$ cat config.mk
export PLATFORM = sky130hd
export DESIGN_NAME = amo_unit
export DESIGN_NICKNAME = d
export VERILOG_FILES = /design/src/rtl/amo_pkg.sv /design/src/rtl/amo_decode.sv /design/src/rtl/amo_alu.sv /design/src/rtl/amo_rsv.sv /design/src/rtl/amo_unit.sv
export SDC_FILE = /design/constraint.sdc
export NUM_CORES = 1
export LEC_CHECK = 0
export CAP_MARGIN = 25
export CORE_AREA = 2 2 280 282
export DETAILED_ROUTE_END_ITERATION = 8
export DIE_AREA = 0 0 282 284
export DONT_BUFFER_PORTS = 1
export GPL_TIMING_DRIVEN = 0
export PLACE_DENSITY_LB_ADDON = 0.2
export REMOVE_ABC_BUFFERS = 1
export SETUP_SLACK_MARGIN = 0.15
export SYNTH_ARGS = -nofsm -noshare
export SYNTH_HDL_FRONTEND = slang
export SYNTH_SLANG_ARGS = --single-unit
$ cat constraint.sdc
create_clock -name clk_i -period 13.1 [get_ports clk_i]
set_input_delay 0.655 -clock clk_i [delete_from_list [all_inputs] [get_ports clk_i]]
set_output_delay 0.655 -clock clk_i [all_outputs]
set_load 0.02 [all_outputs]
$ cat src/rtl/amo_pkg.sv
package amo_pkg;
  localparam int unsigned XLEN = 64;
  localparam int unsigned ILEN = 32;

  localparam logic [6:0] OPC_ATOMIC = 7'h2F;
  localparam logic [4:0] FN_ADD  = 5'b00000;
  localparam logic [4:0] FN_SWAP = 5'b00001;
  localparam logic [4:0] FN_LR   = 5'b00010;
  localparam logic [4:0] FN_SC   = 5'b00011;
  localparam logic [4:0] FN_OR   = 5'b01000;
  localparam logic [4:0] FN_AND  = 5'b01100;
  localparam logic [4:0] FN_MAXU = 5'b11100;
  localparam logic [2:0] SZ_WORD  = 3'b010;
  localparam logic [2:0] SZ_DWORD = 3'b011;

  typedef enum logic [2:0] {
    AMO_ADD, AMO_SWAP, AMO_OR, AMO_AND, AMO_MAXU, AMO_LR, AMO_SC
  } amo_op_e;

  typedef enum logic [1:0] {ST_IDLE, ST_RD, ST_WR, ST_RESP} amo_st_e;

  typedef struct packed {
    logic    legal;
    logic    dword;
    amo_op_e op;
  } amo_dec_t;

  // value returned to rd: word results are sign-extended
  function automatic logic [XLEN-1:0] fmt_ret(input logic dword, input logic [XLEN-1:0] v);
    return dword ? v : {{(XLEN/2){v[XLEN/2-1]}}, v[XLEN/2-1:0]};
  endfunction
endpackage

$ cat src/rtl/amo_decode.sv
module amo_decode import amo_pkg::*; (
  input  logic [ILEN-1:0] instr_i,
  output amo_dec_t        dec_o
);
  logic fn_ok, sz_ok, lr_ok;
  logic unused_bits;
  assign unused_bits = ^{instr_i[26:25], instr_i[19:15], instr_i[11:7]};

  always_comb begin
    dec_o.op    = AMO_ADD;
    dec_o.dword = instr_i[12];
    fn_ok       = 1'b1;
    case (instr_i[31:27])
      FN_ADD:  dec_o.op = AMO_ADD;
      FN_SWAP: dec_o.op = AMO_SWAP;
      FN_LR:   dec_o.op = AMO_LR;
      FN_SC:   dec_o.op = AMO_SC;
      FN_OR:   dec_o.op = AMO_OR;
      FN_AND:  dec_o.op = AMO_AND;
      FN_MAXU: dec_o.op = AMO_MAXU;
      default: fn_ok = 1'b0;
    endcase
    sz_ok = (instr_i[14:12] == SZ_WORD) || (instr_i[14:12] == SZ_DWORD);
    lr_ok = (instr_i[31:27] != FN_LR) || (instr_i[24:20] == 5'd0);
    dec_o.legal = (instr_i[6:0] == OPC_ATOMIC) && fn_ok && sz_ok && lr_ok;
  end
endmodule

$ cat src/rtl/amo_alu.sv
module amo_alu import amo_pkg::*; #(
  parameter int unsigned W = XLEN
) (
  input  amo_op_e      op_i,
  input  logic         dword_i,
  input  logic [W-1:0] old_i,
  input  logic [W-1:0] src_i,
  output logic [W-1:0] wdata_o
);
  localparam int unsigned H = W / 2;
  logic [W-1:0] a, b, c;

  always_comb begin
    a = dword_i ? old_i : {{H{1'b0}}, old_i[H-1:0]};
    b = dword_i ? src_i : {{H{1'b0}}, src_i[H-1:0]};
    case (op_i)
      AMO_ADD:  c = a + b;
      AMO_OR:   c = a | b;
      AMO_AND:  c = a & b;
      AMO_MAXU: c = (b >= a) ? b : a;
      default:  c = b;  // swap and store-conditional
    endcase
    wdata_o = dword_i ? c : {{H{1'b0}}, c[H-1:0]};
  end
endmodule

$ cat src/rtl/amo_rsv.sv
module amo_rsv import amo_pkg::*; #(
  parameter int unsigned AW = XLEN
) (
  input  logic          clk_i,
  input  logic          rst_ni,
  input  logic          set_i,
  input  logic          clr_i,
  input  logic [AW-1:0] set_addr_i,
  input  logic [AW-1:0] cmp_addr_i,
  output logic          valid_o,
  output logic          hit_o
);
  logic [AW-1:0] addr_q;

  always_ff @(posedge clk_i or negedge rst_ni) begin
    if (!rst_ni) begin
      valid_o <= 1'b0;
      addr_q  <= '0;
    end else if (set_i) begin
      valid_o <= 1'b1;
      addr_q  <= set_addr_i;
    end else if (clr_i) begin
      valid_o <= 1'b0;
    end
  end

  assign hit_o = valid_o && (addr_q == cmp_addr_i);
endmodule

$ cat src/rtl/amo_unit.sv
module amo_unit import amo_pkg::*; (
  input  logic            clk_i,
  input  logic            rst_ni,
  input  logic            req_valid_i,
  input  logic [ILEN-1:0] instr_i,
  input  logic [XLEN-1:0] rs1_val_i,
  input  logic [XLEN-1:0] rs2_val_i,
  output logic            busy_o,
  output logic            done_o,
  output logic            rd_we_o,
  output logic            fault_o,
  output logic [XLEN-1:0] result_o,
  output logic            mem_rd_o,
  output logic            mem_wr_o,
  output logic            mem_dword_o,
  output logic [XLEN-1:0] mem_addr_o,
  output logic [XLEN-1:0] mem_wdata_o,
  input  logic [XLEN-1:0] mem_rdata_i,
  input  logic            mem_ack_i,
  input  logic            mem_err_i
);
  amo_st_e         state_q;
  amo_op_e         op_q;
  logic            dword_q, fault_q;
  logic [XLEN-1:0] addr_q, src_q, old_q, res_q;
  amo_dec_t        dec;
  logic            rsv_set, rsv_clr, rsv_valid, rsv_hit;
  logic            ack_ok;

  amo_decode i_decode (.instr_i(instr_i), .dec_o(dec));

  amo_alu #(.W(XLEN)) i_alu (
    .op_i(op_q), .dword_i(dword_q), .old_i(old_q), .src_i(src_q), .wdata_o(mem_wdata_o)
  );

  amo_rsv #(.AW(XLEN)) i_rsv (
    .clk_i(clk_i), .rst_ni(rst_ni), .set_i(rsv_set), .clr_i(rsv_clr),
    .set_addr_i(addr_q), .cmp_addr_i(rs1_val_i), .valid_o(rsv_valid), .hit_o(rsv_hit)
  );

  assign ack_ok  = mem_ack_i && !mem_err_i;
  assign rsv_set = (state_q == ST_RD) && ack_ok && (op_q == AMO_LR);
  assign rsv_clr = (state_q == ST_WR) && ack_ok && (op_q == AMO_SC);

  always_ff @(posedge clk_i or negedge rst_ni) begin
    if (!rst_ni) begin
      state_q <= ST_IDLE;
      op_q    <= AMO_ADD;
      dword_q <= 1'b0;
      fault_q <= 1'b0;
      addr_q  <= '0;
      src_q   <= '0;
      old_q   <= '0;
      res_q   <= '0;
    end else begin
      case (state_q)
        ST_IDLE: if (req_valid_i) begin
          op_q    <= dec.op;
          dword_q <= dec.dword;
          addr_q  <= rs1_val_i;
          src_q   <= rs2_val_i;
          res_q   <= '0;
          fault_q <= 1'b0;
          if (!dec.legal) begin
            fault_q <= 1'b1;
            state_q <= ST_RESP;
          end else if (dec.op == AMO_SC) begin
            // conditional store decides at acceptance: no read needed
            if (rsv_hit) state_q <= ST_WR;
            else begin
              res_q   <= XLEN'(1);
              state_q <= ST_RESP;
            end
          end else begin
            state_q <= ST_RD;
          end
        end
        ST_RD: if (mem_ack_i) begin
          if (mem_err_i) begin
            fault_q <= 1'b1;
            state_q <= ST_RESP;
          end else begin
            old_q   <= mem_rdata_i;
            res_q   <= fmt_ret(dword_q, mem_rdata_i);
            state_q <= (op_q == AMO_LR) ? ST_RESP : ST_WR;
          end
        end
        ST_WR: if (mem_ack_i) begin
          if (mem_err_i) fault_q <= 1'b1;
          state_q <= ST_RESP;
        end
        default: state_q <= ST_IDLE;
      endcase
    end
  end

  assign busy_o      = (state_q != ST_IDLE);
  assign mem_rd_o    = (state_q == ST_RD);
  assign mem_wr_o    = (state_q == ST_WR);
  assign mem_dword_o = dword_q;
  assign mem_addr_o  = addr_q;
  assign done_o      = (state_q == ST_RESP);
  assign rd_we_o     = done_o && !fault_q;
  assign fault_o     = done_o && fault_q;
  assign result_o    = res_q;

  logic unused_rsv;
  assign unused_rsv = rsv_valid;
endmodule

# ---- Word level (Yosys, flattened, before mapping)
# Index checks and enable logic that the tools add are counted.
# W data, S select, Z words.
dict set report totals {
  wordCells 102
  output_inout_bits 199
  reg_bits 328
  inputBits 229
}
dict set report op_classes {
  bitwise 3
  order_cmp 1
  add_sub_neg 1
  n_mux 31
  n_reduce_logical 30
  n_eq_ne 26
}
# cell count
set op_table {}
lappend op_table {{$mux W64} 8}
lappend op_table {{$pmux W64 S4} 1}
lappend op_table {{$pmux W64 S2} 1}
lappend op_table {{$add A64 B64 Y64} 1}
lappend op_table {{$and A64 B64 Y64} 1}
lappend op_table {{$eq A64 B64 Y1} 1}
lappend op_table {{$ge A64 B64 Y1} 1}
lappend op_table {{$or A64 B64 Y64} 1}
lappend op_table {{$pmux W3 S6} 1}
lappend op_table {{$mux W1} 13}
lappend op_table {{$eq A3 B2 Y1 const B} 4}
lappend op_table {{$eq A3 B3 Y1 const B} 4}
lappend op_table {{$logic_and A1 B1 Y1} 11}
lappend op_table {{$eq A5 B2 Y1 const B} 2}
lappend op_table {{$eq A5 B4 Y1 const B} 2}
lappend op_table {{$logic_not A5 Y1} 2}
lappend op_table {{$mux W2} 5}
lappend op_table {{$ne A2 B1 Y1 const B} 4}
lappend op_table {{$reduce_and A4 Y1} 2}
lappend op_table {{$reduce_bool A2 Y1} 4}
lappend op_table {{$eq A7 B6 Y1 const B} 1}
lappend op_table {{$reduce_or A7 Y1} 1}
lappend op_table {{$pmux W2 S3} 1}
lappend op_table {{$reduce_and A3 Y1} 2}
lappend op_table {{other kinds (14)} 18}

# ---- Depth between registers and ports, before layout
dict set report depth {
  word_depth 9
  depth_mapped 21
  mapped_depth_nobuf 13
}

# ---- Hierarchy
# A second synthesis with hierarchy kept.
dict set report unflattened {
  hier_cells 2618
  area_unflattened_um2 23322.4
}
# mod area_each_um2 n_inst cells_per_inst seq_area_each_um2
set modules_own_cells {}
lappend modules_own_cells {amo_unit 10415.0 1 772 6581.3}
lappend modules_own_cells {amo_alu 9601.7 1 1566 0.0}
lappend modules_own_cells {amo_rsv 3136.8 1 255 1626.6}
lappend modules_own_cells {amo_decode 168.9 1 25 0.0}

# ---- Worst setup path after synthesis
# No wires, ideal clock.
dict set report synth_path {
  path_type {reg2out}
  from {reg dword_q (netlist: mem_dword_o)}
  to {out mem_wdata_o[30]}
  stages_incl_launch_ff 19
  t_arrival_ns 4.633
  slack_ns 7.812
  path_buffers 8
  required_ns 12.445
  path_cell_list {dfrtp_1 buf_4 clkbuf_1 clkbuf_1 clkbuf_1 clkbuf_1 nand2_1 ha_1 nand4b_1 or3_4 or4_4 nor3_2 a222oi_1 buf_4 nand2_1 buf_2 buf_2 o21ai_0 a211oi_1}
}
dict set report synth_via {
  elab_chain_len 5
  word_cells_on_any_way 6
  classes_between {order compare (1); mux (5)}
}
# item line
set synth_lines {}
lappend synth_lines {{start, declared} amo_unit.sv:24} ;# logic dword_q, fault_q;
lappend synth_lines {{start signal, assigned} amo_unit.sv:59} ;# dword_q <= dec.dword;
lappend synth_lines {{$mux W64 (on tied branches)} {amo_alu.sv:15, amo_alu.sv:14}}
lappend synth_lines {{$ge A64 B64 Y1 *} amo_alu.sv:20} ;# AMO_MAXU: c = (b >= a) ? b : a;
lappend synth_lines {{$mux W64 *} amo_alu.sv:20}
lappend synth_lines {{$pmux W64 S4 *} amo_alu.sv:16} ;# case (op_i)
lappend synth_lines {{$mux W64 *} amo_alu.sv:23} ;# wdata_o = dword_i ? c : {{H{1'b0}}, c[H-1:0]};
lappend synth_lines {{end, declared} amo_unit.sv:17} ;# output logic [XLEN-1:0] mem_wdata_o,
# Mark *: on every way between the ends. The rest lies on a longest branch, timed or not.

# ---- Final worst setup path
dict set report layout_path {
  from {reg dword_q (netlist: mem_dword_o)}
  to {out mem_wdata_o[41]}
}
dict set report layout_via {
  elab_chain_len 5
  word_cells_on_any_way 9
  classes_between {add/sub (1); order compare (1); mux (5); bitwise (2)}
}
# item line
set layout_lines {}
lappend layout_lines {{$mux W64 (on tied branches)} {amo_alu.sv:15, amo_alu.sv:14}}
lappend layout_lines {{$ge A64 B64 Y1} amo_alu.sv:20}
lappend layout_lines {{$mux W64} amo_alu.sv:20}
lappend layout_lines {{$pmux W64 S4} amo_alu.sv:16}
lappend layout_lines {{$mux W64 *} amo_alu.sv:23}
# Marks and branches as above.

==> impl_results.md <==
* DP HPWL at 63.8 mm
* Wire length per cell at 23.5 µm
* Clock Tree Root: clkbuf_16
* Worst clock skew at 20.2 ps
* Multi-input combinational cell area at 14,200 µm²
* Standard-cell rows at 102
* Layout cells sized above 1 at 14.2%
* Sequential area share after synthesis at 34.5%
* Type of origin of the critical path: register
* Worst EP required at 12,440 ps
* Final setup violation count at 0
* Setup repair after global routing missed its margin: false
* Area of the core region at 77,000 µm²
* Number of global-route vias before repair at 19.9k
* Number of CTS-inserted buffers at 43
* First-iteration detailed-routing DRC count at 1,362
* Number of standard cells after synthesis at 2,701
* Yosys synthesis warning count at 0
* Total GRT Usage at 21.1%
* Maximum capacitance violations at 0
* FF+latch count, synth at 328
* Final min period at 6800 ps
* Maximum fanout along the worst path at 61
* Maximum number of pins on one net before global-route repair at 329
* Number of enable-type register cells in the synthesized netlist at 0
* Final Hold Violating Endpoints at 0
* Startpoint-to-endpoint class of the critical path: reg -> out
* Crit path arrival time at 6140 ps
* Share of async-settable or async-resettable flops after synthesis at 100%
* Predominant post-synthesis flop cell: dfrtp_1
* Cell chain of the critical path: buf_16, and2_1, ha_1, inv_1, nor2_1, a211oi_1, o21a_1, o41ai_1, a222oi_1, and2_4, o21ai_0, a21oi_1
* Clock tree from TritonCTS: done
* CTS sink count at 328
* Initial antenna violation count at 12
* Remaining global-route overflow at 0
* # port buffers at 0
* Combined flip-flop and latch cell area at 8220 µm²
* Worst max-slew margin expressed relative to the limit at 32.2%
* Resized Gates After CTS at 0
* Num ports at 428
* Most instantiated cells after synthesis: 328 x dfrtp_1, 309 x nand2_1, 247 x o21ai_0
* Routed WL at 86.6 mm
* Total Nets Final at 3,032
* Clock H-tree levels at 2
* Mean instance size in the synthesized netlist at 8.81 µm²
* Total of fill cells in the finished design at 7,904
* Total number of vias at 19.8k
* Worst slew pin tran at 1020 ps
* Number of unique standard cell types used by synthesis at 87
* Class of the most critical hold timing path: in -> async
* Final total negative setup slack at 0 ps
* Final count of pins violating max slew at 0
* Fmax achieved at 147 MHz
* Most repeated cell in the gate-level netlist after synthesis: dfrtp_1
* Clk_lat worst skew at 580 ps
* Top-area cell type share of the netlist area at 34.5%
* Master of the slowest instance on the critical path: a222oi_1
* Starting utilization of the core area at 30.9%
* DR pass1 iterations at 6
* Dominant cell type by area after synthesis: dfrtp_1
* Die Y at 284 µm
* Area contributors post-synth: dfrtp_1 35%, mux2_2 11%, ha_1 10%
* Share of the clock period used by the worst path at 51.9%
* Element type at the critical path end: primary output
* Syn-to-layout area delta at 11.6%
* Clock slew seen by the registers of the worst setup and hold paths at 60 ps
* RePlAce Congestion at 0.892
* Remaining routing DRC violations at 0
* Worst Hold Slack at 9.02 ps
* Final Util at 34.5%
* Antenna-violating nets left at 0
* Biggest cell delay along the critical path at 900 ps
* Total standard cell area after synthesis at 23,800 µm²
* Per-cell via count in the routed design at 5.38
* Run status: finished clean
* Die boundary width at 282 µm
* Die Footprint at 80,100 µm²
* First-pass GRT wire length at 129 mm
* Maximum count of clock buffers along a single path at 3
[cell usage in the layout, fill, tap and decap left out, types with 17 or more instances in the layout]
master     instances
a211oi_1          18
clkbuf_16         43
nand3_1           41
and2_1            43
xor2_1            39
nor3_1            29
nand4_1           22
o22ai_1           30
ha_1             191
dfrtp_1          324
nand2_1          305
mux2_2           239
nor4_1            20
nor2_1           105
a31oi_1           17
a21oi_1          202
o21ai_0          247
nor2b_1           21
xnor2_1           59
a21boi_0          25
o21bai_1          22
inv_1            222
o21a_1            19
mux2i_1           37
[logic make-up after synthesis]
logic type | after synthesis | share of synthesized area, %
AND/OR/NAND/NOR | 675 | 13.3
adder cells (fa/ha/maj) | 193 | 10.2
AO/OA/AOI/OAI | 739 | 19.1
flip-flops | 328 | 34.5
XOR/XNOR | 98 | 3.61
buffers and inverters | 392 | 6.35
multiplexers | 276 | 12.9
[layout make-up]
| cell class | instances | area share, % |
|---|---|---|
| Sequential cell | 328 | 31.0 |
| Multi-Input combinational cell | 1981 | 53.3 |
| Clock buffer | 61 | 4.61 |
| Timing Repair Buffer | 33 | 2.33 |
| Inverter | 223 | 3.16 |
| Antenna cell | 3 | 0.0283 |
| Tap cell | 1040 | 4.90 |
| Clock inverter | 15 | 0.655 |
[registers in the layout, indices dropped and copies added (netlist names)]
register and count:
i_rsv.addr_q 64, src_q 64, op_q 3, i_rsv.valid_o 1
fault_q 1, state_q 2, result_o 64, mem_dword_o 1
old_q 64, mem_addr_o 64
[what timing repair did]
item | CTS | global route
endpoints found under the hold margin | 328 | 0
hold buffers | 1 | 0
setup buffers | 0 | 0
[stage by stage]
step	instance area [µm²]	instances	setup WS, ps
final	26500	3684	6300
after global placement	24400	3572	219
after CTS	26400	3677	6190
after global routing	26500	3683	6090
after floorplan	23100	2532	5930
after detailed placement	25000	3600	6860
[critical path, delay by kind of cell, from the launching register on]
kind | cells | cell delay, ps
AOI/OAI and AO/OA | 6 | 2640
adders and majority gates | 1 | 400
buffers and inverters | 2 | 530
DFF | 1 | 780
and+or+nand+nor | 3 | 1130
[routing by layer]
| metal | wire length [µm] | global-route usage, % | share of wire [%] |
|---|---|---|---|
| met1 | 36000 | 26.3 | 42 |
| met2 | 40300 | 34.3 | 47 |
| met3 | 7730 | 6.74 | 8.9 |
| met4 | 2550 | 6.77 | 2.9 |
| met5 | 47 | 0 | 0.054 |
[final timing paths]
check / start / end / slack, ps / cells past startpoint
worst max-delay path: mem_dword_o / mem_wdata_o[41] / 6300 / 12
worst min-delay path: rst_ni / mem_addr_o[6] / 9 / 1
worst max register to register: op_q[1] / i_rsv.addr_q[12] / 9850 / 6
worst min register to register: src_q[49] / src_q[49] / 500 / 1
max in group asynchronous: rst_ni / src_q[34] / 11670 / 3
min in group clk_i: rs2_val_i[39] / src_q[39] / 220 / 1
Power is not shown: default switching activity piles up to over one toggle a cycle in this logic, so the estimate is an artifact.
